==> config.mk <==
export PLATFORM = sky130hd
export DESIGN_NAME = spi_reg_slave
export DESIGN_NICKNAME = d
export VERILOG_FILES = /design/src/rtl/spi_reg_pkg.sv /design/src/rtl/spi_link.sv /design/src/rtl/reg_bank.sv /design/src/rtl/spi_reg_slave.sv
export SDC_FILE = /design/constraint.sdc
export NUM_CORES = 1
export LEC_CHECK = 0
export CAP_MARGIN = 30
export CORE_MARGIN = 3
export CORE_UTILIZATION = 53
export DETAILED_ROUTE_END_ITERATION = 8
export GPL_TIMING_DRIVEN = 0
export HOLD_SLACK_MARGIN = 0.1
export MAX_ROUTING_LAYER = met4
export PLACE_DENSITY_LB_ADDON = 0.08
export SYNTH_ARGS = -nofsm -noshare
export SYNTH_HDL_FRONTEND = slang
export SYNTH_SLANG_ARGS = --single-unit
==> constraint.sdc <==
create_clock -name clk -period 6.54 [get_ports clk]
set_input_delay 0.654 -clock clk [delete_from_list [all_inputs] [get_ports clk]]
set_output_delay 0.654 -clock clk [all_outputs]
set_load 0.1 [all_outputs]
==> src/rtl/spi_reg_pkg.sv <==
package spi_reg_pkg;
  localparam int ADDR_W = 17;
  localparam int CMD_W  = 32;
  localparam int BYTE_W = 8;
  localparam int NFUNC  = 4;
  localparam int LEN_W  = 11;

  localparam logic [ADDR_W-1:0] A_INFO = ADDR_W'(17'h0E);
  localparam logic [ADDR_W-1:0] A_SIG  = ADDR_W'(17'h14);
  localparam logic [ADDR_W-1:0] A_SCR  = ADDR_W'(17'h18);
  localparam logic [ADDR_W-1:0] A_LAT  = ADDR_W'(17'h1C);

  typedef logic [BYTE_W-1:0] byte_t;

  typedef struct packed {
    logic              wr;
    logic [1:0]        fn;
    logic [ADDR_W-1:0] addr;
    logic              spare;
    logic [LEN_W-1:0]  len;
  } cmd_t;
endpackage

==> src/rtl/spi_link.sv <==
module spi_link #(
  parameter int SYNC   = 2,
  parameter int WORD_W = 32,
  parameter int BYTE_W = 8
) (
  input  logic              clk,
  input  logic              rst,
  input  logic              sclk,
  input  logic              cs_n,
  input  logic              mosi,
  output logic              active,
  output logic              cmd_valid,
  output logic              byte_valid,
  output logic              tx_load,
  output logic [WORD_W-1:0] rx_word,
  input  logic [BYTE_W-1:0] tx_byte,
  output logic              miso
);
  localparam int CNT_W = $clog2(WORD_W);

  logic [SYNC-1:0]   sclk_sh, cs_sh, mosi_sh;
  logic              sclk_s, sclk_p, cs_s, mosi_s, rise, fall;
  logic              in_data, pend;
  logic [CNT_W-1:0]  bitcnt;
  logic [WORD_W-2:0] sreg;
  logic [BYTE_W-1:0] txsr;

  always_ff @(posedge clk) begin
    if (rst) begin
      sclk_sh <= '0;
      cs_sh   <= '1;
      mosi_sh <= '0;
    end else begin
      sclk_sh <= {sclk_sh[SYNC-2:0], sclk};
      cs_sh   <= {cs_sh[SYNC-2:0], cs_n};
      mosi_sh <= {mosi_sh[SYNC-2:0], mosi};
    end
  end

  assign sclk_s     = sclk_sh[SYNC-1];
  assign cs_s       = cs_sh[SYNC-1];
  assign mosi_s     = mosi_sh[SYNC-1];
  assign active     = ~cs_s;
  assign rise       = sclk_s & ~sclk_p & ~cs_s;
  assign fall       = ~sclk_s & sclk_p & ~cs_s;
  assign rx_word    = {sreg, mosi_s};
  assign cmd_valid  = rise & ~in_data & (bitcnt == CNT_W'(WORD_W - 1));
  assign byte_valid = rise & in_data & (bitcnt == CNT_W'(BYTE_W - 1));
  assign tx_load    = fall & pend;

  always_ff @(posedge clk) begin
    if (rst) begin
      sclk_p  <= 1'b0;
      sreg    <= '0;
      bitcnt  <= '0;
      in_data <= 1'b0;
      pend    <= 1'b0;
      txsr    <= '0;
      miso    <= 1'b0;
    end else begin
      sclk_p <= sclk_s;
      if (cs_s) begin
        bitcnt  <= '0;
        in_data <= 1'b0;
        pend    <= 1'b0;
        txsr    <= '0;
        miso    <= 1'b0;
      end else begin
        if (rise) begin
          sreg <= rx_word[WORD_W-2:0];
          if (cmd_valid || byte_valid) begin
            bitcnt  <= '0;
            in_data <= 1'b1;
            pend    <= 1'b1;
          end else begin
            bitcnt <= bitcnt + 1'b1;
          end
        end
        if (fall) begin
          if (pend) begin
            miso <= tx_byte[BYTE_W-1];
            txsr <= {tx_byte[BYTE_W-2:0], 1'b0};
            pend <= 1'b0;
          end else begin
            miso <= txsr[BYTE_W-1];
            txsr <= {txsr[BYTE_W-2:0], 1'b0};
          end
        end
      end
    end
  end
endmodule

==> src/rtl/reg_bank.sv <==
module reg_bank
  import spi_reg_pkg::*;
#(
  parameter logic [31:0] SIGNATURE  = 32'hFEEDBEAD,
  parameter logic [13:0] MAX_PKT    = 14'h800,
  parameter logic [7:0]  F1_LAT_RST = 8'd4
) (
  input  logic                    clk,
  input  logic                    rst,
  input  logic                    wr_en,
  input  logic [ADDR_W-1:0]       wr_addr,
  input  byte_t                   wr_data,
  input  logic [ADDR_W-1:0]       rd_addr,
  output byte_t                   rd_data,
  input  logic                    f2_en,
  input  logic                    f2_rdy,
  output logic [NFUNC*BYTE_W-1:0] lat_bytes
);
  localparam int SCR_N = 4;
  localparam int SIG_N = 4;

  byte_t scr [SCR_N];
  byte_t lat [NFUNC];

  for (genvar i = 0; i < SCR_N; i++) begin : g_scr
    always_ff @(posedge clk) begin
      if (rst) scr[i] <= '0;
      else if (wr_en && wr_addr == A_SCR + ADDR_W'(i)) scr[i] <= wr_data;
    end
  end

  for (genvar f = 0; f < NFUNC; f++) begin : g_lat
    localparam byte_t RST_V = (f == 1) ? F1_LAT_RST : '0;
    always_ff @(posedge clk) begin
      if (rst) lat[f] <= RST_V;
      else if (wr_en && wr_addr == A_LAT + ADDR_W'(f)) lat[f] <= wr_data;
    end
    assign lat_bytes[f*BYTE_W +: BYTE_W] = lat[f];
  end

  always_comb begin
    rd_data = '0;
    if (rd_addr == A_INFO) rd_data = {MAX_PKT[5:0], f2_rdy, f2_en};
    if (rd_addr == A_INFO + ADDR_W'(1)) rd_data = MAX_PKT[13:6];
    for (int i = 0; i < SIG_N; i++)
      if (rd_addr == A_SIG + ADDR_W'(i)) rd_data = SIGNATURE[i*BYTE_W +: BYTE_W];
    for (int i = 0; i < SCR_N; i++)
      if (rd_addr == A_SCR + ADDR_W'(i)) rd_data = scr[i];
    for (int f = 0; f < NFUNC; f++)
      if (rd_addr == A_LAT + ADDR_W'(f)) rd_data = lat[f];
  end
endmodule

==> src/rtl/spi_reg_slave.sv <==
module spi_reg_slave
  import spi_reg_pkg::*;
#(
  parameter int          SYNC       = 2,
  parameter logic [31:0] SIGNATURE  = 32'hFEEDBEAD,
  parameter logic [13:0] MAX_PKT    = 14'h800,
  parameter logic [7:0]  F1_LAT_RST = 8'd4
) (
  input  logic clk,
  input  logic rst,
  input  logic spi_sclk,
  input  logic spi_cs_n,
  input  logic spi_mosi,
  output logic spi_miso,
  input  logic f2_enabled,
  input  logic f2_ready
);
  logic                    active, cmd_valid, byte_valid, tx_load;
  logic [CMD_W-1:0]        rx_word;
  cmd_t                    cmd;
  byte_t                   tx_byte, rd_data, dly_q;
  logic                    wr_q;
  logic [ADDR_W-1:0]       addr_q;
  logic [NFUNC*BYTE_W-1:0] lat_bytes;

  spi_link #(.SYNC(SYNC), .WORD_W(CMD_W), .BYTE_W(BYTE_W)) u_link (
    .clk(clk), .rst(rst), .sclk(spi_sclk), .cs_n(spi_cs_n), .mosi(spi_mosi),
    .active(active), .cmd_valid(cmd_valid), .byte_valid(byte_valid),
    .tx_load(tx_load), .rx_word(rx_word), .tx_byte(tx_byte), .miso(spi_miso)
  );

  reg_bank #(.SIGNATURE(SIGNATURE), .MAX_PKT(MAX_PKT), .F1_LAT_RST(F1_LAT_RST)) u_bank (
    .clk(clk), .rst(rst), .wr_en(byte_valid & wr_q), .wr_addr(addr_q),
    .wr_data(rx_word[BYTE_W-1:0]), .rd_addr(addr_q), .rd_data(rd_data),
    .f2_en(f2_enabled), .f2_rdy(f2_ready), .lat_bytes(lat_bytes)
  );

  assign cmd     = cmd_t'(rx_word);
  assign tx_byte = (!wr_q && dly_q == '0) ? rd_data : '0;

  always_ff @(posedge clk) begin
    if (rst || !active) begin
      wr_q   <= 1'b0;
      addr_q <= '0;
      dly_q  <= '0;
    end else if (cmd_valid) begin
      wr_q   <= cmd.wr;
      addr_q <= cmd.addr;
      dly_q  <= lat_bytes[cmd.fn*BYTE_W +: BYTE_W];
    end else if (byte_valid && wr_q) begin
      addr_q <= addr_q + 1'b1;
    end else if (tx_load && !wr_q) begin
      if (dly_q != '0) dly_q  <= dly_q - 1'b1;
      else             addr_q <= addr_q + 1'b1;
    end
  end
endmodule

==> results of run 1 <==
[worst min-delay path by stage]
| stage | start | end | slack, ns | depth (start not counted) |
|---|---|---|---|---|
| final | u_link.cs_sh[0] | u_link.cs_sh[1] | 0.45 | 1 |
| after global routing | u_link.cs_sh[0] | u_link.cs_sh[1] | 0.46 | 1 |
| after CTS | u_link.sreg[7] | u_link.sreg[8] | 0.45 | 2 |
| after detailed placement | u_link.cs_sh[0] | u_link.cs_sh[1] | 0.43 | 1 |
| after global placement | u_link.cs_sh[0] | u_link.cs_sh[1] | 0.42 | 1 |
| after floorplan | u_link.cs_sh[0] | u_link.cs_sh[1] | 0.39 | 1 |
[state kept, by name, indices dropped and copies added, names as in the netlist, 5 cells and up]
name and cells:
addr_q 17, dly_q 8, u_bank.lat 32, u_bank.scr 32
u_link.bitcnt 5, u_link.sreg 31, u_link.txsr 7
[synthesized netlist by cell type (3+ instances only)]
cell        n
xnor2_1     6
or2_2       3
a31oi_1    12
o22ai_1    11
nor3_2      3
o21ai_1     4
inv_1      18
o21ai_0    35
nand3_1    19
nor4bb_1    3
and2_1     66
nor4_4      4
nor3_1     14
o21bai_1    6
a211oi_1    7
nor2b_1    12
edfxtp_1   64
ha_1        7
a22oi_1     4
buf_2      10
a21oi_1    78
nand4_1    12
nand2b_1    4
or3_1       4
mux4_2      8
a21o_1      5
xor2_1      7
clkbuf_1   29
nor2_1     49
dfxtp_1    79
nand2_1   114
a32oi_1     3
and4_1      4
o21a_1      3
nor4_1      4
and3_1     10
o211ai_1    6
buf_1       7
[layer usage]
metal	GRT usage	vias up
li1	-	2885
met1	0.3956	2998
met2	0.4563	259
met3	0.05810	46
met4	0.1218	0
met5	-	-
[kinds of logic after synthesis]
kind of cell	after synthesis
adder cells (fa/ha/maj)	7
AND/OR/NAND/NOR	345
AO/OA/AOI/OAI	199
XOR/XNOR	13
buffers and inverters	67
multiplexers	11
flip-flops	143
[placed cells by master (no fill, tap or decap), types with 14 or more instances in the layout]
cell type	n
a21oi_1	78
and2_1	66
clkbuf_1	31
clkbuf_16	17
dfxtp_1	79
edfxtp_1	64
inv_1	18
nand2_1	114
nand3_1	19
nor2_1	49
nor3_1	14
o21ai_0	35
[worst register-to-register path, stage by stage (launching register included)]
cell and delay (ns):
dfxtp_1 0.34, inv_1 0.14, ha_1 0.24, clkbuf_1 0.49, buf_1 0.51, buf_2 0.36, nand2_1 0.23, o21bai_1 0.64
[area by class of cell]
cell class / instances / area (µm²)
plain buffers: 49 / 212.7
clock buffers: 20 / 446.7
clock inverters: 12 / 120.1
fillers: 1161 / 5195
inverters: 18 / 67.56
multi-input cells: 575 / 3512
flip-flops and latches: 143 / 3503
well taps: 176 / 220.2
repair buffers: 7 / 70.07
[where the power goes]
part	switching (mW)	internal (mW)
Sequential	0.0146	0.955
Combinational	0.0252	0.0140
Clock	0.375	0.566
Total	0.414	1.53
==> impl_results.md, run 1 <==
- Outcome: finished clean
- Final core utilization: 0.6108
- Slew Limit Fails: 0
- Total GRT Usage: 0.2997
- Clock Latency Late Sink: 0.43 ns
- Total die area: 15210 µm²
- Drc violations: 0
- Max transition margin: 0.3580
- Clock Path Buffers: 2
- Port bufs: 7
- Worst-Margin Slew: 0.9600 ns
- Max FO, Critical Path: 10
- Setup Fix Bufs, Post-CTS: 0
- Sink Count: 143
- DP Cell Count: 968
- Crit path depth: 7
- GRT overflow: 0
- Setup TNS: 0 ns
- Final setup fails: 0
- Peak supply drop: 0.0001892 V
- Final HPWL DP: 15500 µm
- CTS tree: yes
- N_diodes: 0
- Final nets: 825
- H-tree depth: 4
- Number of synthesized flops with an enable pin: 64
- Share of post-route cells with drive strength above 1: 0.08495
- Total power divided by cell area: 239.1 nW/µm²
- Pleak: 2.649 nW
- Drt initial violations: 699
- First-pass GRT wire length: 32890 µm
- Cell taking the most area after synthesis: edfxtp_1
- Reg-to-reg endpoint: u_bank.lat[2][1]
- Final Instance Count excl. Fillers: 1000
- Min cycle time layout: 3.319 ns
- WL per Instance: 21.38 µm
- Critical Path Sink Type: flip-flop
- Crit path buf inv count: 4
- XOR/XNOR Fraction of Synth Area: 0.01561
- Top-area cell type share of the netlist area: 0.2634
- Critical Path RT: 6.60 ns
- Worst-path clk slew: 0.06 ns
- Worst setup path endpoint: u_bank.lat[2][1]
- CP max stage delay: 0.64 ns
- Synthesized area: 7296 µm²
- Post-Route M1 WL: 9579 µm
- Drt pass-1 iters: 6
- Yosys warns: 0
- Fmax: 301.3 MHz
- Maxcap violations: 0
- Post-synthesis adder-cell area fraction: 0.01200
- Top Family by Delay on Critical Path: buffers and inverters
- Worst Hold Class: flip-flop to flip-flop
- Vias/cell: 6.188
- Routability congestion estimate: 0.9577
- PostCTS Resize Cnt: 0
- Root buf cell: clkbuf_16
- Distinct cells, synth: 79
- Vias: 6188
- CP Class: flip-flop to flip-flop
- Area share of and/or/nand/nor cells after synthesis: 0.2542
- Starting Density: 0.5466
- Top layer in use: met4
- Synth Register Bits: 143
- Critical-path top delay cell: o21bai_1
- Area Overhead vs Synth: 11.75%
- WHS: 0.4483 ns
- WL final: 21380 µm
- Initial antenna violation count: 0
- Vias in the first global route: 5817
- CP Launch Type: flip-flop
- Syn_nets: 799
- Largest net degree at the start of global routing: 17
- Top_reg_cell synth: dfxtp_1
- Final WS setup: 3.221 ns
- Seq/Total Area, Yosys: 0.4802
- Hold Buf Count CTS: 0
- Fin. Hold Viols: 0
- Tcrit/Tclk final: 0.5075
- Die width: 123.3 µm
- Post-DP Area: 7586 µm²
- Cell Chain, Critical Path: inv_1 -> ha_1 -> clkbuf_1 -> buf_1 -> buf_2 -> nand2_1 -> o21bai_1
- Reg2reg setup slack: 3.22 ns
- Power, Total: 1.949 mW
- Largest family of logic cells by synthesized area: simple AND/OR/NAND/NOR gates
- Dominant cells by area after synthesis: edfxtp_1 26%, dfxtp_1 22%, nand2_1 5.9%
- R2R depth: 7
- R2R Path Start: addr_q[0]
- Std-Cell Core Area: 13350 µm²
- Num CTS Buffers: 17
- Count of boundary I/O pins: 8
- Worst setup path startpoint: addr_q[0]
- Die H: 123.3 µm
- Syn Inst Count: 785
- Worst Skew: 0.006319 ns
- Cell area after layout: 8153 µm²
- Dpl ws: 3.253 ns
- Met3 WL: 1232 µm
- Post-synthesis compound-gate area fraction: 0.1706
- WL met2: 9853 µm
- Mux cell area share after synthesis: 0.02898
- RSZ-0062 raised after global routing: no
- Synth async-reset ratio: 0
- Row Count: 42
- Syn avg cell area: 9.294 µm²
- Final antenna-violating net count: 0
- CP arrival: 3.38 ns
Power figures use the tool's default switching activity.
==> inputs of run 2 (changes only) <==
==> constraint.sdc (replaced) <==
create_clock -name clk -period 3.48 [get_ports clk]
set_input_delay 0.348 -clock clk [delete_from_list [all_inputs] [get_ports clk]]
set_output_delay 0.348 -clock clk [all_outputs]
set_load 0.1 [all_outputs]
==> results of run 2 <==
Same layout as run 1 (identical final DEF). Status: finished clean.
Among the figures that moved: setup slack after placement 3.253 ns -> 0.2636 ns; setup slack after layout 3.221 ns -> 0.1612 ns; register-to-register setup slack 3.22 ns -> 0.16 ns; total power 1.949 mW -> 3.663 mW; worst IR drop on VDD 0.0001892 V -> 0.0003555 V
==> inputs of run 3 (changes only) <==
--- a/config.mk
+++ b/config.mk
@@ -13,6 +13,7 @@
 export HOLD_SLACK_MARGIN = 0.1
 export MAX_ROUTING_LAYER = met4
 export PLACE_DENSITY_LB_ADDON = 0.08
+export SLEW_MARGIN = 20
 export SYNTH_ARGS = -nofsm -noshare
 export SYNTH_HDL_FRONTEND = slang
 export SYNTH_SLANG_ARGS = --single-unit
==> constraint.sdc (replaced) <==
create_clock -name clk -period 3.75 [get_ports clk]
set_input_delay 0.375 -clock clk [delete_from_list [all_inputs] [get_ports clk]]
set_output_delay 0.375 -clock clk [all_outputs]
set_load 0.1 [all_outputs]
==> results of run 3 <==
Same layout as run 1 (identical final DEF). Status: finished clean.
Among the figures that moved: setup slack after placement 3.253 ns -> 0.5336 ns; setup slack after layout 3.221 ns -> 0.4312 ns; register-to-register setup slack 3.22 ns -> 0.43 ns; total power 1.949 mW -> 3.399 mW; worst IR drop on VDD 0.0001892 V -> 0.0003299 V
